File: config.mk
export PLATFORM = sky130hd
export DESIGN_NAME = trace_ovf_fifo
export DESIGN_NICKNAME = d
export VERILOG_FILES = /design/src/rtl/trace_fifo_pkg.sv /design/src/rtl/trace_fifo_ctrl.sv /design/src/rtl/trace_fifo_store.sv /design/src/rtl/trace_fifo_ovf.sv /design/src/rtl/trace_ovf_fifo.sv
export SDC_FILE = /design/constraint.sdc
export NUM_CORES = 1
export LEC_CHECK = 0
export ABC_AREA = 0
export BUFFER_PORTS_ARGS = -buffer_cell sky130_fd_sc_hd__buf_2
export CORE_ASPECT_RATIO = 0.8
export CORE_MARGIN = 4
export CORE_UTILIZATION = 55
export DETAILED_ROUTE_END_ITERATION = 7
export PLACE_DENSITY = 0.74
export SYNTH_ARGS = -nofsm -noshare
export SYNTH_HDL_FRONTEND = slang
export SYNTH_SLANG_ARGS = --single-unit
File: constraint.sdc
create_clock -name clk -period 7.05 [get_ports clk]
set_input_delay 0.705 -clock clk [delete_from_list [all_inputs] [get_ports clk]]
set_output_delay 0.705 -clock clk [all_outputs]
set_load 0.005 [all_outputs]
File: src/rtl/trace_fifo_pkg.sv
package trace_fifo_pkg;
  localparam int unsigned SIZE_W = 2;
  localparam int unsigned STAT_W = 2;

  typedef enum logic [STAT_W-1:0] {
    ST_CPU   = 2'd0,
    ST_OTHER = 2'd1,
    ST_RSVD  = 2'd2,
    ST_LOST  = 2'd3
  } trc_status_e;
endpackage

File: src/rtl/trace_fifo_ctrl.sv
module trace_fifo_ctrl #(
  parameter int unsigned DEPTH = 8,
  localparam int unsigned AW = (DEPTH > 1) ? $clog2(DEPTH) : 1,
  localparam int unsigned CW = $clog2(DEPTH + 1)
) (
  input  logic          clk,
  input  logic          rst_n,
  input  logic          wr_req,
  input  logic          rd_req,
  output logic          wr_fire,
  output logic          rd_fire,
  output logic          drop,
  output logic          full,
  output logic          empty,
  output logic [AW-1:0] wr_ptr,
  output logic [AW-1:0] rd_ptr
);
  localparam logic [AW-1:0] LAST = AW'(DEPTH - 1);
  localparam logic [CW-1:0] CMAX = CW'(DEPTH);

  logic [AW-1:0] wr_ptr_q, wr_ptr_d, rd_ptr_q, rd_ptr_d;
  logic [CW-1:0] cnt_q, cnt_d;

  always_comb begin
    full    = (cnt_q == CMAX);
    empty   = (cnt_q == '0);
    rd_fire = rd_req & ~empty;
    wr_fire = wr_req & (~full | rd_fire);
    drop    = wr_req & full & ~rd_fire;
  end

  always_comb begin
    wr_ptr_d = wr_ptr_q;
    rd_ptr_d = rd_ptr_q;
    cnt_d    = cnt_q;
    if (wr_fire) wr_ptr_d = (wr_ptr_q == LAST) ? '0 : wr_ptr_q + 1'b1;
    if (rd_fire) rd_ptr_d = (rd_ptr_q == LAST) ? '0 : rd_ptr_q + 1'b1;
    if (wr_fire && !rd_fire) cnt_d = cnt_q + 1'b1;
    else if (rd_fire && !wr_fire) cnt_d = cnt_q - 1'b1;
  end

  always_ff @(posedge clk or negedge rst_n) begin
    if (!rst_n) begin
      wr_ptr_q <= '0;
      rd_ptr_q <= '0;
      cnt_q    <= '0;
    end else begin
      if (wr_fire) wr_ptr_q <= wr_ptr_d;
      if (rd_fire) rd_ptr_q <= rd_ptr_d;
      if (wr_fire ^ rd_fire) cnt_q <= cnt_d;
    end
  end

  assign wr_ptr = wr_ptr_q;
  assign rd_ptr = rd_ptr_q;


  full_empty_excl_chk: assert property (@(posedge clk) disable iff (!rst_n)
    !(full && empty));

  cnt_bound_chk: assert property (@(posedge clk) disable iff (!rst_n)
    cnt_q <= CMAX);

  drop_keeps_full_chk: assert property (@(posedge clk) disable iff (!rst_n)
    drop |=> full && $stable(rd_ptr_q) && $stable(wr_ptr_q));

  idle_read_chk: assert property (@(posedge clk) disable iff (!rst_n)
    (rd_req && empty && !wr_req) |=> empty);
endmodule

File: src/rtl/trace_fifo_store.sv
module trace_fifo_store #(
  parameter int unsigned DEPTH = 8,
  parameter int unsigned ENT_W = 68,
  localparam int unsigned AW = (DEPTH > 1) ? $clog2(DEPTH) : 1
) (
  input  logic             clk,
  input  logic             rst_n,
  input  logic             wr_en,
  input  logic [AW-1:0]    wr_ptr,
  input  logic [ENT_W-1:0] wr_ent,
  input  logic [AW-1:0]    rd_ptr,
  output logic [ENT_W-1:0] rd_ent
);
  logic [ENT_W-1:0] mem [DEPTH];

  for (genvar i = 0; i < DEPTH; i++) begin : g_slot
    logic slot_we;
    assign slot_we = wr_en && (wr_ptr == AW'(i));
    always_ff @(posedge clk) begin
      if (slot_we) mem[i] <= wr_ent;
    end
  end

  assign rd_ent = mem[rd_ptr];


  slot_written_chk: assert property (@(posedge clk) disable iff (!rst_n)
    wr_en |=> mem[$past(wr_ptr)] == $past(wr_ent));
endmodule

File: src/rtl/trace_fifo_ovf.sv
module trace_fifo_ovf
  import trace_fifo_pkg::*;
(
  input  logic              clk,
  input  logic              rst_n,
  input  logic              drop,
  input  logic              rd_fire,
  input  logic              head_cpu,
  output logic [STAT_W-1:0] status
);
  logic lost_q, lost_d;
  trc_status_e stat_e;

  always_comb begin
    lost_d = lost_q;
    if (rd_fire) lost_d = 1'b0;
    if (drop)    lost_d = 1'b1;
  end

  always_ff @(posedge clk or negedge rst_n) begin
    if (!rst_n)                lost_q <= 1'b0;
    else if (rd_fire || drop)  lost_q <= lost_d;
  end

  always_comb begin
    if (lost_q)        stat_e = ST_LOST;
    else if (head_cpu) stat_e = ST_CPU;
    else               stat_e = ST_OTHER;
  end

  assign status = stat_e;


  no_reserved_chk: assert property (@(posedge clk) disable iff (!rst_n)
    status != ST_RSVD);

  drop_tags_chk: assert property (@(posedge clk) disable iff (!rst_n)
    drop |=> status == ST_LOST);

  tag_once_chk: assert property (@(posedge clk) disable iff (!rst_n)
    (status == ST_LOST && rd_fire && !drop) |=> status != ST_LOST);
endmodule

File: src/rtl/trace_ovf_fifo.sv
module trace_ovf_fifo
  import trace_fifo_pkg::*;
#(
  parameter int unsigned DATA_W = 64,
  parameter int unsigned DEPTH  = 8
) (
  input  logic              clk,
  input  logic              rst_n,
  input  logic              wr_en,
  input  logic [DATA_W-1:0] wr_data,
  input  logic [SIZE_W-1:0] wr_size,
  input  logic              wr_region,
  input  logic              wr_cpu,
  input  logic              rd_en,
  output logic [DATA_W-1:0] rd_data,
  output logic [SIZE_W-1:0] rd_size,
  output logic              rd_region,
  output logic [STAT_W-1:0] rd_status,
  output logic              full,
  output logic              empty
);
  localparam int unsigned AW    = (DEPTH > 1) ? $clog2(DEPTH) : 1;
  localparam int unsigned ENT_W = DATA_W + SIZE_W + 2;
  localparam int unsigned CPU_B = ENT_W - 1;
  localparam int unsigned REG_B = ENT_W - 2;

  logic            wr_fire, rd_fire, drop, head_cpu;
  logic [AW-1:0]   wr_ptr, rd_ptr;
  logic [ENT_W-1:0] wr_ent, rd_ent;

  assign wr_ent = {wr_cpu, wr_region, wr_size, wr_data};

  trace_fifo_ctrl #(.DEPTH(DEPTH)) u_ctrl (
    .clk     (clk),
    .rst_n   (rst_n),
    .wr_req  (wr_en),
    .rd_req  (rd_en),
    .wr_fire (wr_fire),
    .rd_fire (rd_fire),
    .drop    (drop),
    .full    (full),
    .empty   (empty),
    .wr_ptr  (wr_ptr),
    .rd_ptr  (rd_ptr)
  );

  trace_fifo_store #(.DEPTH(DEPTH), .ENT_W(ENT_W)) u_store (
    .clk    (clk),
    .rst_n  (rst_n),
    .wr_en  (wr_fire),
    .wr_ptr (wr_ptr),
    .wr_ent (wr_ent),
    .rd_ptr (rd_ptr),
    .rd_ent (rd_ent)
  );

  assign head_cpu = empty ? 1'b1 : rd_ent[CPU_B];

  trace_fifo_ovf u_ovf (
    .clk      (clk),
    .rst_n    (rst_n),
    .drop     (drop),
    .rd_fire  (rd_fire),
    .head_cpu (head_cpu),
    .status   (rd_status)
  );

  assign rd_data   = rd_ent[DATA_W-1:0];
  assign rd_size   = rd_ent[DATA_W +: SIZE_W];
  assign rd_region = rd_ent[REG_B];


  paired_full_chk: assert property (@(posedge clk) disable iff (!rst_n)
    (wr_en && rd_en && full) |=> full && rd_status != ST_LOST);

  reset_empty_chk: assert property (@(posedge clk)
    !rst_n |=> empty);
endmodule

== Word-level counts from Yosys, hierarchy flattened ==
Memory sizes are Yosys's and may differ from the RTL's.
Index checks and enable logic that the tools add are counted.
Word-level totals
  output and inout bits: 71
  memory bits (writable): 544
  bits in registers: 11
  memories: 1
  bits of input ports: 72
  word-level logic and storage cells: 99
Memory list
  u_store.mem: words 8, width 68, rd ports 1, clocked after memory_dff 0, write ports 1, RTL line trace_fifo_store.sv:14  | logic [ENT_W-1:0] mem [DEPTH];
Cells by class
  equal/unequal tests: 9
  reductions and logical operators: 26
  multiplexer cells: 46
  add/subtract/negate cells: 4
  bitwise logic cells: 9
Operator list (number)
  two-way mux 68 bit: 7
  OR reduction 68 bit: 7
  two-way mux 1 bit: 27
  two-way mux 3 bit: 9
  == test 3 bit, second input constant: 5
  logical AND 1 bit: 10
  two-way mux 4 bit: 2
  adder 3 x 1 -> 3 bit, second input constant: 2
  == test 3 x 2 -> 1 bit, second input constant: 2
  adder 4 x 1 -> 4 bit, second input constant: 1
  AND 1 bit: 4
  == test 4 bit, second input constant: 1
  zero test 4 bit: 1
  AND reduction 2 bit: 2
  nonzero test 2 bit: 2
  subtractor 4 x 1 -> 4 bit, second input constant: 1
  == test 3 x 1 -> 1 bit, second input constant: 1
  zero test 3 bit: 1
  inverter 1 bit: 3
  zero test 1 bit: 2
  two-way mux 2 bit: 1
  logical OR 1 bit: 1
  OR 1 bit: 1
  bitwise XOR 1 bit: 1

== Logic depth before layout (Yosys ltp) ==
  word-level depth: 16
  mapped depth: 11
  depth with buffers taken out: 10

== Hierarchy ==
A second synthesis with hierarchy kept.
Second synthesis, totals
  cells, all modules: 859
  area total of the unflattened synthesis: 21136.5 um^2
By module, submodules not included
  trace_fifo_store: area each 20435.8 um^2, cells each 799, times used 1, seq. area each 16335.7 um^2
  trace_fifo_ctrl: area each 644.4 um^2, cells each 54, times used 1, seq. area each 250.2 um^2
  trace_fifo_ovf: area each 50.0 um^2, cells each 5, times used 1, seq. area each 25.0 um^2
  trace_ovf_fifo: area each 6.3 um^2, cells each 1, times used 1, seq. area each 0.0 um^2

== Worst setup path after synthesis ==
OpenSTA, ideal clock, no wires.
  kind: input to register
  from: in rd_en
  to: mem u_store.mem[4][0], enable pin
  arrival time: 2.643 ns
  required time: 6.616 ns
  cell stages on the path: 4
  path slack: 3.973 ns
  path buffers: 1
  library setup time: 0.434 ns
  path through: o21ai_2 inv_1 buf_2 and3_1
Between the ends
  elaborated cells on any way between the ends: 48
  those cells by class: mux (30); bitwise (3); reduce/logical (15)
RTL lines
  from (decl): RTL line trace_ovf_fifo.sv:14  | input logic rd_en,
  AND 1 bit (*): RTL line trace_fifo_ctrl.sv:27  | rd_fire = rd_req & ~empty;
  OR 1 bit (*): RTL line trace_fifo_ctrl.sv:28  | wr_fire = wr_req & (~full | rd_fire);
  AND 1 bit (*): RTL line trace_fifo_ctrl.sv:28
  net u_ctrl.wr_fire: RTL line trace_fifo_ctrl.sv:10  | output logic wr_fire,
  logical AND 1 bit (*): RTL line trace_fifo_store.sv:18  | assign slot_we = wr_en && (wr_ptr == AW'(i));
  net u_store.g_slot[4].slot_we: RTL line trace_fifo_store.sv:17  | logic slot_we;
  two-way mux 1 bit (*): RTL line trace_fifo_store.sv:20  | if (slot_we) mem[i] <= wr_ent;
  two-way mux 1 bit (implied by the code) (*): RTL line trace_fifo_store.sv:20
  OR reduction 68 bit (no line)
  two-way mux 3 bit (no line) / two-way mux 1 bit (equally long branches) (4 in a row)
  to (decl): RTL line trace_fifo_store.sv:14
The timed path passes the listed nets; every way through them passes the cells marked *.

== Final worst setup path ==
  from: reg u_ctrl.rd_ptr_q[0], in the netlist u_ctrl.rd_ptr[0]
  to: out rd_data[5]
Between the ends
  word-level cells in the longest chain between the ends: 1
Ends and longest elaborated chain
  from (decl): RTL line trace_fifo_ctrl.sv:21  | logic [AW-1:0] wr_ptr_q, wr_ptr_d, rd_ptr_q, rd_ptr_d;
  from (signal assigned): RTL line trace_fifo_ctrl.sv:49  | if (rd_fire) rd_ptr_q <= rd_ptr_d;
  memory (8 x 68 bit)
  to (decl): RTL line trace_ovf_fifo.sv:15  | output logic [DATA_W-1:0] rd_data,
No other way between the ends.

==> impl_metrics.yaml <==
clock_tree:
  clk_pin_slew_ps: 60
  cts_resized: 0
  root_buffer: "clkbuf_16"
  cts_buffer_depth: 3
  post_cts.repair.setup_buffers: 0
  htreeDepth: 2
  clk_latency_ps: 550
  clock_sinks: 555
  cts_tree: "built"
  cts_buffers: 52
  hold_buffers: 0
timing:
  period_share_pct: 58.6
  setup_tns_ps: 0
  rsz0062_at_grt: "false"
  drv_slew: 0
  final_hold_viol_count: 0
  setup_viol: 0
  fmax_mhz: 242
  max_slew.worst_pin.slew_ps: 1080
  finalClockSkew_ps: 9.97
  min_period_ps: 4130
  maxSlewHeadroom_pct: 28.0
global_route:
  grt.overflow.total: 0
  grt_pass1_vias: 9868
  groute.usage.overall_pct: 18.9
  antenna_found_initial: 7
  grt_max_degree: 140
  use_met3_pct: 3.96
  grt_use_met1_pct: 27.3
  grt_use_met2_pct: 30.7
  busiest_layer: "met2"
  grt_pass1_wl_mm: 59.4
route:
  wl_per_cell_um: 24.7
  ant_nets: 0
  drt-total-wl_mm: 38.7
  vias: 9230
  drt_iter0_drc: 709
  drt-pass1-iter-count: 4
  routed_via_density: 5.90
  drcViolationCount: 0
place:
  gp_congestion: 0.703
  placed_cell_area_um2: 22400
  port_buffers: 142
  dp_hpwl_mm: 20.4
power_and_ir_drop:
  clkPwrFrac_pct: 27.3
  comb_power_share_pct: 27.4
  vdd_drop_max_v: 0.000266
  internal_power_mw: 6.97
  cellLeakagePower_nw: 7.82
  p_sw_mw: 2.55
  p_per_area_nw_per_um2: 397
  power.total_mw: 9.52
  switching_share_pct: 26.8
  seqPwrFrac_pct: 45.3
worst_setup_path:
  reg2reg_depth: 9
  end_kind: "output port"
  cp.arrival_ps: 3430
  cp_max_fo: 46
  criticalPathCategory: "reg -> out"
  worst-path-stages: 4
  path_delay_family: "buffers and inverters"
  crit_path_top_delay_cell: "dfrtp_4"
  cp_cell_sequence: "buf_4 -> mux4_2 -> mux2_2 -> buf_2"
  cp-start-kind: "flip-flop"
  cp_slowest_stage_delay_ps: 930
  ff2ff_setup_slack_ps: 3980
  cp.required_ps: 6340
  crit_buf_inv: 2
finish:
  multiInputGateArea_um2: 4300
  final_layout_size_suffix_gt1_share_pct: 40.7
  syn2layout_area_growth_pct: 13.1
  postLayoutCoreUtil_pct: 62.9
  seq_area_um2: 16600
  nNetsFinal: 1116
  design_area_um2: 24000
  fillers: 2560
floorplanning:
  die_area_um2: 41800
  die-height_um: 184
  rows: 64
  die_w_um: 227
  initial_core_util_pct: 55.6
  ios: 143
  core_area_um2: 38100
synthesis:
  synthCells: 867
  ys_seq_elements: 555
  synth_top_cell_area_share_pct: 77.1
  ys_types: 34
  synth_area_um2: 21200
  syn_nets: 951
  yosys-top-cells-area: "edfxtp_1, mux4_2, mux2_2"
  yosys_warnings: 0
  ys_seq_area_share_pct: 78.4
  async_reset_ff_share_pct: 1.98
  syn_avg_cell_area_um2: 24.4
  synth_top_cell_by_area: "edfxtp_1"
  synthFlopType: "edfxtp_1"
  synth-edff-count: 544
worst_hold_path:
  worstHoldPathType: "in -> async"
status:
  status: "finished, final reports clean"
job:
  cap_violations: 0
-- synthesized netlist by cell type, types with 2 or more instances --
library cell and count:
edfxtp_1 544, mux4_2 134, mux2_2 69, buf_6 14, clkbuf_1 12, dfrtp_1 11, ha_1 11, buf_1 8
buf_2 7, inv_1 7, and3_1 6, o21ai_0 6, nand2_1 5, nor3_1 5, mux2i_1 3, a2111oi_0 2
a21o_1 2, a21oi_1 2, and2_1 2, nand2b_1 2, xnor2_1 2
-- path summary, 6_finish.rpt --
| check | from | to |
|---|---|---|
| max | u_ctrl.rd_ptr[0] | rd_data[5] |
| min | rst_n | u_ctrl.cnt_q[1] |
| max reg2reg | u_ctrl.cnt_q[0] | u_ctrl.cnt_q[3] |
| min reg2reg | u_ovf.lost_q | u_ovf.lost_q |
| max in group asynchronous | rst_n | u_ctrl.rd_ptr[0] |
| min in group clk | wr_data[54] | u_store.mem[0][54] |
-- cell families (layout without fill, tap and decap cells) --
group           after synthesis  after routing  synth area share [%]
compound gates               14             14                 0.419
xor+xnor                      2              2                0.0827
fa+ha+maj                    12             12                 0.744
buf+inv                      50            250                  1.49
flops                       555            555                  78.4
mux                         207            207                  18.2
other cells                   0              3                     0
simple gates                 27             27                 0.726
-- metrics by stage --
| stage | instances | hold slack (ps) | worst slack, ps |
|---|---|---|---|
| after floorplan | 867 | 409 | 3970 |
| after global placement | 1473 | 498 | 3430 |
| after detailed placement | 1473 | 532 | 3400 |
| after CTS | 1562 | 5.19 | 2800 |
| after global routing | 1563 | 16.1 | 2570 |
| final | 1565 | 20.6 | 2920 |
-- per-layer routing --
metal	wire length [um]	part of all wire (%)	vias up
met5	64	0.17	-
met4	637	1.6	10
met3	2010	5.2	67
met2	19200	50	226
met1	16800	43	4905
li1	-	-	4022
-- power groups by stage --
stage | clock, mW | combinational, mW | sequential [mW]
3_3_place_gp | 0 | 2.65 | 4.37
5_1_grt | 2.82 | 2.83 | 4.36
4_1_cts | 2.66 | 2.68 | 4.32
3_5_place_dp | 0 | 2.67 | 4.39
6_report | 2.60 | 2.61 | 4.31
2_1_floorplan | 0 | 1.95 | 4.25
-- state kept, by name (all words and copies together), names as in the netlist --
name	count
u_store.mem	544
u_ctrl.cnt_q	4
u_ctrl.rd_ptr	3
u_ctrl.wr_ptr	3
u_ovf.lost_q	1
-- placed cells by master, fill, tap and decap left out, drive strengths merged, types with 3 or more instances in the layout --
cell    instances
edfxtp        544
buf           154
mux4          135
mux2           69
clkbuf         61
clkinv         24
ha             11
dfrtp          11
inv             7
o21ai           7
and3            6
nor3            5
nand2           5
bufinv          4
diode           3
mux2i           3
-- cell type report --
type	instances	area share, %
diodes	3	0.0313
clock buffers	61	5.66
clock inverters	28	0.913
inverters	7	0.110
multi-input cells	262	17.9
flip-flops and latches	555	69.3
well taps	495	2.58
repair buffers	154	3.44
Power figures use the tool's default switching activity.
